==> config.mk <==
export PLATFORM = sky130hd
export DESIGN_NAME = clkdiv_bank
export DESIGN_NICKNAME = d
export VERILOG_FILES = /design/src/rtl/clkdiv_pkg.sv /design/src/rtl/clkdiv_counter.sv /design/src/rtl/clkdiv_retime.sv /design/src/rtl/clkdiv_outdrv.sv /design/src/rtl/clkdiv_bank.sv
export SDC_FILE = /design/constraint.sdc
export NUM_CORES = 1
export LEC_CHECK = 0
export ABC_AREA = 0
export BUFFER_PORTS_ARGS = -buffer_cell sky130_fd_sc_hd__buf_2
export CAP_MARGIN = 20
export CORE_ASPECT_RATIO = 1.4
export CORE_MARGIN = 4
export CORE_UTILIZATION = 45
export DETAILED_ROUTE_END_ITERATION = 12
export PLACE_DENSITY = 0.67
export SLEW_MARGIN = 0
export SYNTH_ARGS = -nofsm -noshare
export SYNTH_HDL_FRONTEND = slang
export SYNTH_SLANG_ARGS = --single-unit
export TNS_END_PERCENT = 10
==> constraint.sdc <==
create_clock -name clk -period 7.6 [get_ports clk]
set_input_delay 1.9 -clock clk [delete_from_list [all_inputs] [get_ports clk]]
set_output_delay 1.9 -clock clk [all_outputs]
set_load 0.1 [all_outputs]
==> src/rtl/clkdiv_pkg.sv <==
// Shared types and ratio decoding for the clock divider bank.
// Assumes a 7-bit per-channel configuration field; ratio codes fixed by spec.
package clkdiv_pkg;

    localparam int RATIO_W = 3;
    localparam int CH_W    = 7;
    localparam int MAX_DIV = 16;
    localparam int CNT_W   = $clog2(MAX_DIV);

    typedef enum logic [RATIO_W-1:0] {
        DIV_1   = 3'd0,
        DIV_2   = 3'd1,
        DIV_3   = 3'd2,
        DIV_4   = 3'd3,
        DIV_6   = 3'd4,
        DIV_8   = 3'd5,
        DIV_16  = 3'd6,
        DIV_RSV = 3'd7
    } ratio_e;

    typedef struct packed {
        logic   off_b;
        logic   off_a;
        logic   inv_b;
        logic   inv_a;
        ratio_e ratio;
    } chan_cfg_t;

    // Number of input cycles in one output period.
    function automatic logic [CNT_W:0] period_of(ratio_e r);
        case (r)
            DIV_2:   return (CNT_W+1)'(2);
            DIV_3:   return (CNT_W+1)'(3);
            DIV_4:   return (CNT_W+1)'(4);
            DIV_6:   return (CNT_W+1)'(6);
            DIV_8:   return (CNT_W+1)'(8);
            DIV_16:  return (CNT_W+1)'(16);
            default: return (CNT_W+1)'(1);
        endcase
    endfunction

    // Number of input cycles the output stays high per period.
    function automatic logic [CNT_W:0] high_len_of(ratio_e r);
        if (r == DIV_3) return (CNT_W+1)'(1);
        return period_of(r) >> 1;
    endfunction

    // True when the channel passes the input clock straight through.
    function automatic logic is_bypass(ratio_e r);
        return (r == DIV_1) || (r == DIV_RSV);
    endfunction

endpackage

==> src/rtl/clkdiv_counter.sv <==
// One channel's modulo counter and phase generator.
// Counts 0..period-1; phase is high for the first high_len counts.
// Assumes rst_n is synchronous to clk. A count left above a new, shorter
// period wraps to zero on the next edge.
module clkdiv_counter
    import clkdiv_pkg::*;
(
    input  logic   clk,
    input  logic   rst_n,
    input  ratio_e ratio,
    output logic   phase
);

    logic [CNT_W-1:0] cnt;
    logic [CNT_W:0]   period;
    logic [CNT_W:0]   high_len;
    logic             wrap;

    // Decode ratio into period and high length.
    always_comb begin
        period   = period_of(ratio);
        high_len = high_len_of(ratio);
        wrap     = ({1'b0, cnt} >= (period - 1'b1));
    end

    // Advance the counter, clearing it in reset or at the end of a period.
    always_ff @(posedge clk) begin
        if (!rst_n)     cnt <= '0;
        else if (wrap)  cnt <= '0;
        else            cnt <= cnt + 1'b1;
    end

    // Phase level that the shared stage registers on the next edge.
    always_comb begin
        phase = is_bypass(ratio) ? 1'b1 : ({1'b0, cnt} < high_len);
    end

endmodule

==> src/rtl/clkdiv_retime.sv <==
// Common re-timing stage: registers every channel's phase on the same edge.
// Bypass channels gate the input clock with their registered run level.
// Assumes all channels share clk and rst_n.
module clkdiv_retime #(
    parameter int N_CH = 5
) (
    input  logic            clk,
    input  logic            rst_n,
    input  logic [N_CH-1:0] phase_d,
    input  logic [N_CH-1:0] bypass,
    output logic [N_CH-1:0] phase_q,
    output logic [N_CH-1:0] level
);

    // Capture all channel phases together; reset forces them low.
    always_ff @(posedge clk) begin
        if (!rst_n) phase_q <= '0;
        else        phase_q <= phase_d;
    end

    // Select clock pass-through or registered phase for each channel.
    always_comb begin
        for (int k = 0; k < N_CH; k++) begin
            level[k] = bypass[k] ? (phase_q[k] & clk) : phase_q[k];
        end
    end

endmodule

==> src/rtl/clkdiv_outdrv.sv <==
// Output driver for one single-ended output: polarity and disable.
// A disabled output is low regardless of its polarity.
module clkdiv_outdrv (
    input  logic level,
    input  logic inv,
    input  logic off,
    output logic y
);

    // Apply disable first, then polarity.
    always_comb begin
        y = off ? 1'b0 : (level ^ inv);
    end

endmodule

==> src/rtl/clkdiv_bank.sv <==
// Top of the divider bank: N_CH channels, each with an A/B output pair.
// Configuration is a flat input vector, 7 bits per channel; it is not stored.
// Assumes rst_n is synchronous and active low.
module clkdiv_bank
    import clkdiv_pkg::*;
#(
    parameter int N_CH = 5
) (
    input  logic                 clk,
    input  logic                 rst_n,
    input  logic [N_CH*CH_W-1:0] cfg_i,
    output logic [N_CH-1:0]      clk_a_o,
    output logic [N_CH-1:0]      clk_b_o
);

    logic [N_CH-1:0] phase_d;
    logic [N_CH-1:0] bypass;
    logic [N_CH-1:0] phase_q;
    logic [N_CH-1:0] level;

    for (genvar k = 0; k < N_CH; k++) begin : g_ch
        chan_cfg_t c;
        // Slice this channel's configuration field.
        always_comb c = chan_cfg_t'(cfg_i[k*CH_W +: CH_W]);
        // Flag channels that pass the input clock straight through.
        always_comb bypass[k] = is_bypass(c.ratio);

        clkdiv_counter u_cnt (
            .clk   (clk),
            .rst_n (rst_n),
            .ratio (c.ratio),
            .phase (phase_d[k])
        );

        clkdiv_outdrv u_drv_a (
            .level (level[k]),
            .inv   (c.inv_a),
            .off   (c.off_a),
            .y     (clk_a_o[k])
        );

        clkdiv_outdrv u_drv_b (
            .level (level[k]),
            .inv   (c.inv_b),
            .off   (c.off_b),
            .y     (clk_b_o[k])
        );
    end

    clkdiv_retime #(.N_CH(N_CH)) u_retime (
        .clk     (clk),
        .rst_n   (rst_n),
        .phase_d (phase_d),
        .bypass  (bypass),
        .phase_q (phase_q),
        .level   (level)
    );

endmodule

== Word level (Yosys, flattened, before mapping) ==
Index checks and enable logic that the tools add are counted.

* Reduce and logical (&&, ||, !) cells: 15
* Add/sub/neg operators: 10
* Multiply operators: 0
* Equality and inequality tests: 35
* Order comparisons: 10
* Bitwise logic cells: 16
* Multiplexer cells: 40
* Shift-type cells: 0
* Divide/modulo/power cells: 0

{| class="wikitable"
|+ Operator list
! kind !! number
|-
| $pmux W5 S6 || 5
|-
| $eq A3 B3 Y1 const B || 20
|-
| $mux W5 || 10
|-
| $eq A3 B2 Y1 const B || 10
|-
| $ge A4 B5 Y1 || 5
|-
| $lt A4 B5 Y1 || 5
|-
| $mux W1 || 25
|-
| $sub A5 B1 Y5 const B || 5
|-
| $add A4 B1 Y4 const B || 5
|-
| $eq A3 B1 Y1 const B || 5
|-
| $logic_not A3 Y1 || 5
|-
| $reduce_or A2 Y1 || 5
|-
| $xor A1 B1 Y1 || 10
|-
| $and A1 B1 Y1 || 5
|-
| $logic_or A1 B1 Y1 || 5
|-
| $not A1 Y1 || 1
|}

* Register bits: 25
* Memories: 0
* Output and inout bits: 10
* Latch bits: 0
* Bits in read-only memories: 0
* Bits in writable memories: 0

== Depth between registers and ports, before layout ==
* Depth in word-level cells: 5
* Mapped depth: 10
* Mapped depth without buffers: 9

== Hierarchy ==
Synthesis repeated with hierarchy kept, for this count alone.

* Cells, all modules: 317
* Area, all modules: 2976.6 um2

{| class="wikitable"
|+ Modules (own cells, without submodules)
! module !! times used !! cells each !! area each (um2) !! sequential area each (um2)
|-
| clkdiv_counter at g_ch[1].u_cnt ... || 3 || 53 || 520.5 || 80.1
|-
| clkdiv_counter at g_ch[0].u_cnt || 1 || 54 || 511.7 || 80.1
|-
| clkdiv_counter at g_ch[4].u_cnt || 1 || 53 || 511.7 || 80.1
|-
| clkdiv_retime || 1 || 16 || 191.4 || 100.1
|-
| clkdiv_outdrv || 10 || 2 || 12.5 || 0.0
|-
| clkdiv_bank || 1 || 15 || 75.1 || 0.0
|}

==> flow_metrics.py <==
metrics = {
    "critical_path": {
        "crit_required_ns": 5.70,
        "end_kind": "output pin",
        "startpoint_type": "clock port",
        "crit_arrival_ns": 5.47,
        "critPathMaxFanout": 3,
        "ff2ff_setup_slack_ns": 6.19,
        "r2r-start": "g_ch[4].u_cnt.cnt[2]",
        "r2r_cells": 3,
        "r2r_end": "u_retime.phase_q[4]",
        "path_class": "clk -> out",
    },
    "routing": {
        "vias": 2251,
        "ant_nets": 0,
        "wl_per_cell_um": 12.4,
        "drt_drc_violations_left": 0,
        "post_drt_via_cell_ratio": 5.50,
        "wl_um": 5070,
        "dr.pass1.iters": 4,
        "drt_iter0_drc": 72,
    },
    "flow_run": {
        "drv_cap": 0,
    },
    "run_status": {
        "outcome": "finished clean",
    },
    "hold_path": {
        "hold_start": "g_ch[0].u_cnt.cnt[0]",
        "min_path_type": "reg -> reg",
        "min_path_cells": 1,
        "hold_end": "g_ch[0].u_cnt.cnt[0]",
    },
    "global_routing": {
        "grt_pass1_vias": 2434,
        "grt_overflow": 0,
        "grt_max_degree": 14,
        "grt_pass1_wl_um": 8970,
        "antenna_found_initial": 0,
        "grt_usage": 0.163,
    },
    "cts": {
        "clk_pin_slew_worst_paths_ns": 0.09,
        "cts_resized": 0,
        "hold_buffers": 0,
        "post_cts_buffers": 0,
        "cts_tree": "yes",
        "clock_latency_ns": 0.37,
    },
    "cells_and_area": {
        "final_common_cell": "buf_2",
        "insertedDiodeCount": 0,
        "drive_gt1_frac": 0.235,
        "finalNonFillerCells": 409,
        "final_cell_mix": "buf_2, ha_1, nor2_1",
        "nets": 417,
        "syn_to_final_growth_pct": 20.3,
    },
    "floorplanning": {
        "std_cell_rows": 32,
        "die_area_sq_mm": 0.00693,
        "die_h_um": 96.9,
        "ios": 47,
        "core_sq_mm": 0.00549,
        "start_util": 0.464,
        "fp.dieW_um": 71.5,
    },
    "synthesis": {
        "synth_edf_count": 0,
        "ys_types": 40,
        "async_flop_share": 0,
        "synthesis.nets": 370,
        "synth_flop_cell": "dfxtp_1",
        "yosys-top-cells-area": "dfxtp_1, ha_1, nor2_1",
        "synth-seq-area-share": 0.197,
        "ys_ff_latch": 25,
        "yosysWarnings": 0,
        "syn_area_sq_mm": 0.00254,
        "synth_top_area_share": 0.197,
        "yosys.area.top_type": "dfxtp_1",
        "avgSynthCellArea_sq_um": 8.68,
        "syn_inst": 293,
    },
    "power": {
        "p_per_area_mw_per_mm2": 284,
        "p_leak_uw": 0.00136,
        "vdd_drop_max_mv": 0.153,
    },
    "timing": {
        "tightest_slew_ns": 0.453,
        "tns_ns": 0,
        "skew_ns": 0.00116,
        "final-setup-viol-count": 0,
        "drv_slew": 0,
        "hold_violations": 0,
        "holdWs_ns": 0.497,
        "grt_setup_unrepaired": "no",
        "layout_setup_ws_ns": 0.235,
        "relSlewSlack": 0.691,
    },
    "place": {
        "hpwl_um": 3720,
        "dp_cells": 381,
        "post-place-ws_ns": 1.10,
        "io_buffer_count": 46,
        "gp_congestion": 0.816,
    },
}
## stage by stage
stage	cell area [sq um]	util	power, uW
6_report	3060	0.557	870
5_1_grt	3060	0.557	942
4_1_cts	3060	0.557	892
3_5_place_dp	2690	0.490	570
3_3_place_gp	2690	0.490	563
2_1_floorplan	2540	-	526
## per-layer routing
| metal | GRT usage | part of all wire | vias up |
|---|---|---|---|
| met3 | 0.0884 | 0.052 | 13 |
| met5 | 0 | 0 | - |
| met2 | 0.258 | 0.53 | 41 |
| met1 | 0.146 | 0.40 | 1033 |
| li1 | - | - | 1164 |
| met4 | 0.143 | 0.022 | 0 |
## power breakdown
group	internal, uW	total (uW)	switching (uW)
clock network	240	435	195
logic	117	216	99.4
registers	174	219	44.6
total	531	870	339
## worst max-delay path: stages
cell and delay [ns]:
clkbuf_8 0.11, clkbuf_8 0.12, clkbuf_8 0.12, clkbuf_8 0.12, clkbuf_8 0.14, o21a_1 0.19
clkbuf_8 0.13, clkbuf_8 0.12, mux2_2 0.20, buf_2 0.41
## cell usage after synthesis (all sizes together) (4+ instances only)
cell type	n
a2111oi	5
a21oi	6
a22o	5
a32o	4
and3	5
buf	25
dfxtp	25
ha	40
mux2	10
nand2	5
nand3	5
nand3b	15
nor2	39
nor2b	18
nor3	5
o211ai	7
o21a	16
o21ai	9
or3b	5
xnor2	15
xor2	10
## sequential cells by signal, summed over array words and instances, names as in the netlist
| name | flops |
|---|---|
| u_retime.phase_q | 5 |
| g_ch.u_cnt.cnt | 20 |
## worst max path at each step
stage / start / slack, ns / cells after the start / to
global route: clk / 0.17 / 10 / clk_a_o[3]
floorplan: clk / 1.18 / 3 / clk_a_o[0]
finish: clk / 0.23 / 10 / clk_a_o[4]
global placement: clk / 1.10 / 3 / clk_a_o[3]
CTS: clk / 0.20 / 10 / clk_b_o[4]
detailed placement: clk / 1.10 / 3 / clk_a_o[3]
## cell type report
type / instances / area (sq um)
clock inverters: 1 / 17.5
well taps: 68 / 85.1
flip-flops and latches: 25 / 500
fillers: 526 / 2430
repair buffers: 36 / 180
clock buffers: 37 / 402
inverters: 1 / 3.75
multi-input cells: 241 / 1870
## kinds of logic (layout without fill, tap and decap cells)
logic type	count (synthesis)	count (layout)	share of synthesized area
flops	25	25	0.197
fa+ha+maj	40	40	0.197
mux	10	10	0.0443
compound gates	65	65	0.192
simple gates	101	101	0.216
buf+inv	27	75	0.0679
xor+xnor	25	25	0.0861
No activity file was read; power rests on OpenSTA's default activity.
